===== config.mk =====
export PLATFORM = sky130hd
export DESIGN_NAME = serial_reg_slave
export DESIGN_NICKNAME = d
export VERILOG_FILES = /design/src/rtl/serial_reg_slave.sv
export SDC_FILE = /design/constraint.sdc
export NUM_CORES = 1
export LEC_CHECK = 0
export ABC_AREA = 1
export ABC_CLOCK_PERIOD_IN_PS = 4450
export BUFFER_PORTS_ARGS = -buffer_cell sky130_fd_sc_hd__clkbuf_2
export CAP_MARGIN = 20
export CORE_MARGIN = 5
export CORE_UTILIZATION = 63
export CTS_BUF_LIST = sky130_fd_sc_hd__clkbuf_4 sky130_fd_sc_hd__clkbuf_8
export DETAILED_ROUTE_END_ITERATION = 7
export PLACE_DENSITY = 0.9
export SYNTH_ARGS = -nofsm -noshare
export SYNTH_HDL_FRONTEND = slang
export SYNTH_SLANG_ARGS = --single-unit

===== constraint.sdc =====
create_clock -name clk -period 4.45 [get_ports clk]
set_clock_uncertainty 0.2 [all_clocks]
set_input_delay 0.2225 -clock clk [delete_from_list [all_inputs] [get_ports clk]]
set_output_delay 0.2225 -clock clk [all_outputs]
set_load 0.02 [all_outputs]

===== src/rtl/serial_reg_slave.sv =====
module serial_reg_slave #(
  parameter int          NSTAT      = 7,
  parameter logic [7:0]  PROD_ID    = 8'h12,
  parameter logic [7:0]  REV_ID     = 8'h01,
  parameter logic [7:0]  PROD_ID2   = 8'h26,
  parameter logic [7:0]  CTRL2_INIT = 8'h08,
  parameter logic [7:0]  RST_KEY    = 8'h5a,
  parameter logic [6:0]  BURST_ADDR = 7'h63
) (
  input  logic               clk,
  input  logic               rst_n,
  input  logic               sclk_i,
  input  logic               sel_n_i,
  input  logic               sdio_i,
  output logic               sdio_o,
  output logic               sdio_oe_o,
  input  logic [7:0]         motion_i,
  input  logic [8*NSTAT-1:0] stat_i,
  output logic               wr_stb_o,
  output logic [6:0]         wr_addr_o,
  output logic [7:0]         wr_data_o,
  output logic               rd_stb_o,
  output logic [6:0]         rd_addr_o,
  output logic               soft_rst_o,
  output logic [7:0]         ctrl_o,
  output logic [7:0]         ctrl2_o,
  output logic [7:0]         led_mode_o
);
  localparam int IDX_W = (NSTAT > 1) ? $clog2(NSTAT) : 1;
  localparam logic [IDX_W-1:0] LAST = IDX_W'(NSTAT - 1);
  localparam logic [6:0] A_MOT = 7'h02, A_STAT = 7'h03, A_CTRL = 7'h0d,
                         A_CTRL2 = 7'h19, A_LED = 7'h22, A_RST = 7'h3a,
                         A_PID2 = 7'h3e, A_INV = 7'h3f;

  logic [2:0] sclk_q;
  logic [1:0] sel_q, din_q;
  always_ff @(posedge clk or negedge rst_n)
    if (!rst_n) begin
      sclk_q <= 3'b111; sel_q <= 2'b11; din_q <= 2'b00;
    end else begin
      sclk_q <= {sclk_q[1:0], sclk_i};
      sel_q  <= {sel_q[0], sel_n_i};
      din_q  <= {din_q[0], sdio_i};
    end

  wire sel_s = sel_q[1];
  wire din   = din_q[1];
  wire rise  = sclk_q[1] & ~sclk_q[2];
  wire fall  = ~sclk_q[1] & sclk_q[2];

  logic [3:0]         bitcnt;
  logic [6:0]         sh, adr;
  logic [7:0]         tx, rdata;
  logic [8*NSTAT-1:0] snap;
  logic [IDX_W-1:0]   idx;
  logic               is_wr, rd_act, burst;

  wire [6:0]       addr7    = {sh[5:0], din};
  wire [7:0]       wd       = {sh[6:0], din};
  wire [IDX_W-1:0] idx_nxt  = (idx == LAST) ? idx : idx + 1'b1;

  always_comb begin
    rdata = 8'h00;
    case (addr7)
      7'h00:   rdata = PROD_ID;
      7'h01:   rdata = REV_ID;
      A_MOT:   rdata = motion_i;
      A_CTRL:  rdata = ctrl_o;
      A_CTRL2: rdata = ctrl2_o;
      A_LED:   rdata = led_mode_o;
      A_PID2:  rdata = PROD_ID2;
      A_INV:   rdata = ~REV_ID;
      default: rdata = 8'h00;
    endcase
    for (int k = 0; k < NSTAT; k++)
      if (addr7 == A_STAT + 7'(k)) rdata = stat_i[8*k +: 8];
  end

  assign rd_addr_o = adr;

  always_ff @(posedge clk or negedge rst_n)
    if (!rst_n) begin
      bitcnt <= '0; sh <= '0; adr <= '0; tx <= '0; snap <= '0; idx <= '0;
      is_wr <= 1'b0; rd_act <= 1'b0; burst <= 1'b0;
      sdio_o <= 1'b0; sdio_oe_o <= 1'b0;
      wr_stb_o <= 1'b0; wr_addr_o <= '0; wr_data_o <= '0;
      rd_stb_o <= 1'b0; soft_rst_o <= 1'b0;
      ctrl_o <= 8'h00; ctrl2_o <= CTRL2_INIT; led_mode_o <= 8'h00;
    end else begin
      wr_stb_o <= 1'b0; rd_stb_o <= 1'b0; soft_rst_o <= 1'b0;
      if (sel_s) begin
        bitcnt <= '0; is_wr <= 1'b0; rd_act <= 1'b0; burst <= 1'b0;
        idx <= '0; sdio_oe_o <= 1'b0;
      end else begin
        if (rise) begin
          sh <= {sh[5:0], din};
          if (burst) begin
            if (bitcnt == 4'd15) begin
              bitcnt <= 4'd8;
              idx    <= idx_nxt;
              tx     <= snap[8*idx_nxt +: 8];
            end else bitcnt <= bitcnt + 4'd1;
          end else if (bitcnt == 4'd7) begin
            bitcnt <= 4'd8;
            adr    <= addr7;
            if (sh[6]) is_wr <= 1'b1;
            else begin
              rd_act <= 1'b1; rd_stb_o <= 1'b1;
              if (addr7 == BURST_ADDR) begin
                burst <= 1'b1; idx <= '0; snap <= stat_i; tx <= stat_i[7:0];
              end else tx <= rdata;
            end
          end else if (bitcnt == 4'd15) begin
            bitcnt <= '0; rd_act <= 1'b0; is_wr <= 1'b0;
            if (is_wr) begin
              case (adr)
                A_MOT:   begin wr_stb_o <= 1'b1; end
                A_CTRL:  begin wr_stb_o <= 1'b1; ctrl_o <= wd; end
                A_CTRL2: begin wr_stb_o <= 1'b1; ctrl2_o <= wd; end
                A_LED:   begin wr_stb_o <= 1'b1; led_mode_o <= wd; end
                A_RST:
                  if (wd == RST_KEY) begin
                    soft_rst_o <= 1'b1;
                    ctrl_o <= 8'h00; ctrl2_o <= CTRL2_INIT; led_mode_o <= 8'h00;
                  end
                default: ;
              endcase
              if (adr == A_MOT || adr == A_CTRL || adr == A_CTRL2 || adr == A_LED) begin
                wr_addr_o <= adr; wr_data_o <= wd;
              end
            end
          end else bitcnt <= bitcnt + 4'd1;
        end
        if (fall) begin
          if (rd_act) begin
            sdio_oe_o <= 1'b1; sdio_o <= tx[7]; tx <= {tx[6:0], 1'b0};
          end else sdio_oe_o <= 1'b0;
        end
      end
    end

  assert_deselect_hiz_R5: assert property (@(posedge clk) disable iff (!rst_n)
    sel_s |=> !sdio_oe_o);
  assert_write_quiet_R1: assert property (@(posedge clk) disable iff (!rst_n)
    is_wr |-> !sdio_oe_o);
  assert_bit_moves_on_fall_R1: assert property (@(posedge clk) disable iff (!rst_n)
    !fall |=> $stable(sdio_o));
  assert_burst_no_write_R9: assert property (@(posedge clk) disable iff (!rst_n)
    burst |-> !wr_stb_o);
  assert_burst_idx_sat_R8: assert property (@(posedge clk) disable iff (!rst_n)
    idx <= LAST);
  assert_soft_single_R10: assert property (@(posedge clk) disable iff (!rst_n)
    soft_rst_o |=> !soft_rst_o);
endmodule


### Word-level counts from Yosys, hierarchy flattened

Index checks and enable logic that the tools add are counted.

* bits in registers: 139
* bits in latches: 0
* RAM bits: 0
* memory bits (read-only): 0
* bits of input ports: 69
* output and inout port bits: 51
* word-level logic and storage cells: 162
* memories kept: 0

* add/subtract/negate cells: 2
* multipliers: 0
* divide/modulo/power cells: 0
* order comparisons: 0
* equal/unequal tests: 30
* shift-type cells: 1
* multiplexer cells: 75
* bitwise gates (word level): 8
* reductions and logical operators: 24

Operators with widths (count)
* 8-bit 2-to-1 mux: 17
* 8-bit one-hot mux with 8 select lines: 1
* 56-bit by 7-bit variable part select with 8-bit output: 1
* 8-bit one-hot mux with 2 select lines: 3
* 1-bit 2-to-1 mux: 40
* 7-bit by 6-bit equality test with 1-bit output (second input constant): 5
* 7-bit by 3-bit equality test with 1-bit output (second input constant): 4
* 7-bit by 4-bit equality test with 1-bit output (second input constant): 4
* 3-bit 2-to-1 mux: 8
* 4-bit 2-to-1 mux: 6
* 8-bit AND reduction: 3
* 7-bit by 2-bit equality test with 1-bit output (second input constant): 3
* 7-bit by 5-bit equality test with 1-bit output (second input constant): 2
* 4-bit AND reduction: 3
* 2-bit nonzero test: 5
* 3-bit nonzero test: 3
* 8-bit by 7-bit equality test with 1-bit output (second input constant): 1
* 7-bit by 1-bit equality test with 1-bit output (second input constant): 1
* 7-bit equality test (second input constant): 1
* 7-bit zero test: 1
* 7-bit AND reduction: 1
* 3-bit by 2-bit != test with 1-bit output (second input constant): 2
* 3-bit != test (second input constant): 2
* 1-bit NOT: 6
* 13 further kinds: 17

### Longest topological paths before layout

* word-level depth: 16
* mapped depth: 16

### Least setup slack after synthesis

No wires, ideal clock.

* kind: reg2reg
* start point: register sclk_q[1]
* end point: register wr_addr_o[2]
* library setup time: 0.127 ns
* arrival: 1.741 ns
* data required time: 4.123 ns
* slack: 2.383 ns
* cell stages (with the launch flop): 13
* buffers on the path: 1
* cell sequence: dfstp_2 inv_1 nor2_4 inv_2 nor2_4 inv_2 nor2_4 nand3_1 inv_2 nand2_2 buf_2 nand2_1 o21ai_0

* cells in the longest elaborated chain, start to end: 2

RTL lines
* from (decl): RTL line 35 `logic [2:0] sclk_q;`
* from (signal assigned): RTL line 41 `sclk_q <= {sclk_q[1:0], sclk_i};`
* 1-bit bitwise AND: RTL line 48 `wire rise = sclk_q[1] & ~sclk_q[2];`
* 7-bit AND reduction (no line)
* to (signal assigned): RTL line 129 `wr_addr_o <= adr; wr_data_o <= wd;`
* to (decl): RTL line 20 `output logic [6:0] wr_addr_o,`

No other way between the ends.
A chain may end at the register's enable or synchronous reset.

### Final worst setup path

* start point: register sh[4]
* end point: register tx[2]

* cells in the longest elaborated chain, start to end: 16

RTL lines
* from (decl): RTL line 52 `logic [6:0] sh, adr;`
* from (signal assigned): RTL line 96 `sh <= {sh[5:0], din};`
* 7-bit by 6-bit equality test with 1-bit output (tied with other cells): RTL line 64 `case (addr7)`
* 8-bit one-hot mux with 8 select lines: RTL line 64
* 8-bit 2-to-1 mux (7 in series): RTL line 76 `if (addr7 == A_STAT + 7'(k)) rdata = stat_i[8*k +: 8];`
* 8-bit 2-to-1 mux (*): RTL line 109 `if (addr7 == BURST_ADDR) begin`
* 8-bit 2-to-1 mux (*): RTL line 106 `if (sh[6]) is_wr <= 1'b1;`
* 8-bit 2-to-1 mux (*): RTL line 103 `end else if (bitcnt == 4'd7) begin`
* 8-bit 2-to-1 mux (*): RTL line 97 `if (burst) begin`
* 8-bit 2-to-1 mux (*): RTL line 95 `if (rise) begin`
* 8-bit 2-to-1 mux: RTL line 135 `if (rd_act) begin`
* 8-bit 2-to-1 mux (*): RTL line 134 `if (fall) begin`
* to (signal assigned): RTL line 101 `tx <= snap[8*idx_nxt +: 8];`
* to (signal assigned): RTL line 111 `end else tx <= rdata;`
* to (decl): RTL line 53 `logic [7:0] tx, rdata;`

Every way passes the cells marked *; elsewhere a longest branch is shown, timed or not.

==> metrics.md <==
| Metric | Value |
|---|---|
| Outcome | `complete, no violations` |
| Top sig layer | `met4` |
| Register area share after synthesis | `46.7%` |
| Layout cells sized above 1 | `20.5%` |
| DRT met1 WL | `9170 um` |
| Setup_tns | `0 ns` |
| First-pass GRT wire length | `40300 um` |
| Worst slew pin tran | `1.08 ns` |
| Yosys warns | `0` |
| Crit path max fanout | `12` |
| Routability cong. | `1.00` |
| H-tree Lvls | `4` |
| Fraction of power consumed by the clock network | `37.9%` |
| Core Box Area | `11500 um^2` |
| Netlist cell types | `39` |
| Antenna Cells | `0` |
| # hold bufs at CTS | `60` |
| Mean Syn Cell Area | `8.19 um^2` |
| Sw Pwr | `0.000943 W` |
| Total grt overflow | `0` |
| Via count of the first global-routing pass | `7526` |
| DR WL met2 | `11400 um` |
| Final nets | `1154` |
| Full die area | `14100 um^2` |
| Int Power | `0.00206 W` |
| TritonCTS clock tree | `yes` |
| DRC | `0` |
| Max clock buf depth | `2` |
| Minimum clock period | `2.99 ns` |
| Sequential Power Share | `45.3%` |
| Syn_nets | `983` |
| CTS clk-pin slew, worst paths | `0.09 ns` |
| Switching Fraction | `31.4%` |
| Port Buf Inserts | `119` |
| Chip Height | `119 um` |
| Post-synthesis cell area | `7460 um^2` |
| Post-Route Utilization | `79.1%` |
| Hold Path Class | `register to register` |
| Post-CTS sizing | `0` |
| R2r startpoint | `sh[4]` |
| Routed vias/inst | `6.18` |
| Total Wirelength | `24900 um` |
| Async SR Flop Fraction | `100%` |
| Vias | `7650` |
| Post-DRT Antenna Nets | `0` |
| Tcrit/Tclk final | `67.3%` |
| Core Rows | `39` |
| P&R area growth vs syn | `22.1%` |
| VDD IR-drop max | `0.226 mV` |
| WHS | `0.151 ns` |
| WL/cell | `20.1 um` |
| Final hold vios | `0` |
| Drt first-iter violations | `1416` |
| Cell accounting for the most synthesized area | `dfrtp_1` |
| Pwr dens | `330 nW/um^2` |
| Largest net degree at the start of global routing | `110` |
| Mapped Cells | `911` |
| Peak Freq | `0.334 GHz` |
| Initial antenna violation count | `0` |
| Clock Sinks | `139` |
| Pleak | `4.64 nW` |
| Combinational Power Share | `16.8%` |
| Post-synth top flop | `dfrtp_1` |
| RSZ-0062 raised after global routing | `no` |
| Effective utilization at floorplan | `64.8%` |
| Hold depth | `0` |
| Pins Over Slew Limit | `0` |
| Setup slack, reg-to-reg | `1.46 ns` |
| Data required time of the worst path | `4.66 ns` |
| Worst-skew pair later-pin latency | `0.47 ns` |
| CP Launch Point | `sh[4]` |
| Top cell types by occurrence after synthesis | `236 x nand2_1, 133 x dfrtp_1, 100 x o21ai_0` |
| Metal3 WL | `2780 um` |
| IO Pins | `120` |
| Worst path arrival time | `3.20 ns` |
| Hold_sp | `sel_q[0]` |
| Chip width | `119 um` |
| Post-route cell area | `9110 um^2` |
| Post-CTS setup buffer count | `0` |
| Max Cap Violations | `0` |
| Post-DP HPWL | `16100 um` |
| Crit start category | `register` |
| Critical path class | `register to register` |
| Top-area cell type share of the netlist area | `44.6%` |
| #FFs+latches synth | `139` |
| Reg2reg path depth | `13` |
| Slew HR | `27.9%` |
| Post-synth EDFFs | `0` |
| Final Power | `0.00301 W` |
| Critical Path End Type | `register` |
| Placed cell area | `8080 um^2` |
| Setup Viol. Count Final | `0` |
| Most frequent cell after synthesis | `nand2_1` |
| Min-Delay Endpoint | `sel_q[1]` |
| Gr usage total | `36.3%` |
| Worst R2R End | `tx[2]` |
| Clock Tree Root | `clkbuf_8` |
| Drt pass-1 iters | `7` |
| Synth top area cells | `dfrtp_1 45%, nand2_1 12%, o21ai_0 6.7%` |
| Num CTS Buffers | `17` |
through the flow:
| stage | std cells | setup slack, ns |
|---|---|---|
| floorplan | 911 | 2.38 |
| global placement | 1146 | 1.61 |
| detailed placement | 1146 | 1.54 |
| CTS | 1238 | 1.52 |
| global route | 1238 | 1.24 |
| finish | 1238 | 1.46 |
layout make-up:
| class | count | area [um^2] |
|---|---|---|
| well taps | 143 | 179 |
| clock inverters | 14 | 184 |
| repair buffers | 182 | 1220 |
| flip-flops and latches | 139 | 3490 |
| inverters | 106 | 412 |
| fillers | 760 | 2400 |
| clock buffers | 18 | 248 |
| multi-input cells | 636 | 3380 |
placed cells by master (no fill, tap or decap), drive strengths merged, types with 2 or more instances in the layout:
cell type | netlist | final
nand2 | 240 | 240
a31oi | 2 | 2
buf | 17 | 4
o221ai | 10 | 10
nand3 | 65 | 65
mux2 | 32 | 32
o22ai | 3 | 3
nand4 | 20 | 20
bufinv | 1 | 4
dlygate4sd3 | 0 | 60
clkbuf | 13 | 136
o211ai | 9 | 9
clkinv | 3 | 5
dfstp | 6 | 6
clkinvlp | 0 | 2
inv | 102 | 109
o21ai | 123 | 123
ha | 3 | 3
dfrtp | 133 | 133
a21oi | 39 | 39
nor3 | 5 | 5
nor2 | 78 | 78
worst max-delay path: stages, from the launching register on:
cell and delay (ns):
dfrtp_1 0.43, inv_1 0.23, nand2_1 0.11, nor2_1 0.64
nand2_1 0.39, inv_1 0.28, a21oi_1 0.11, nand4_1 0.16
nand2_1 0.09, nand2_1 0.06, nand2_1 0.05, nand2_1 0.06
nand2_1 0.06, nand2_1 0.07
state kept, by name, summed over array words and instances (netlist names), 2 cells and up:
signal and count:
idx 3, din_q 2, led_mode_o 8, rd_addr_o 7, ctrl_o 8, tx 8
sclk_q 3, wr_addr_o 7, wr_data_o 8, ctrl2_o 8, snap 56, sel_q 2
sh 7, bitcnt 4
worst max path at each step:
| stage | endpoint |
|---|---|
| 2_1_floorplan | wr_addr_o[2] |
| 6_report | tx[2] |
| 4_1_cts | snap[39] |
| 3_5_place_dp | snap[11] |
| 3_3_place_gp | tx[5] |
| 5_1_grt | tx[5] |
routing by layer:
layer / GRT usage, % / up-vias
met5: 0 / -
met4: 20.1 / 0
met3: 9.48 / 138
met2: 56.1 / 575
met1: 46.9 / 3583
li1: - / 3354
power groups by stage:
stage / clock network (W) / registers [W] / logic, W
global placement: 0 / 0.00138 / 0.000421
detailed placement: 0 / 0.00138 / 0.000428
floorplan: 0 / 0.00136 / 0.000268
CTS: 0.00112 / 0.00136 / 0.000474
finish: 0.00114 / 0.00136 / 0.000503
global route: 0.00119 / 0.00137 / 0.000539
cell families (layout without fill, tap and decap cells):
kind of cell | after synthesis | in the layout | synth area share [%]
DFF | 139 | 139 | 46.7
and+or+nand+nor | 411 | 411 | 24.4
muxes | 33 | 33 | 6.57
buffers and inverters | 136 | 320 | 8.01
xor gates and xnor gates | 1 | 1 | 0.117
adders and majority gates | 3 | 3 | 0.503
AOI/OAI and AO/OA | 188 | 188 | 13.6
Power figures use the tool's default switching activity.
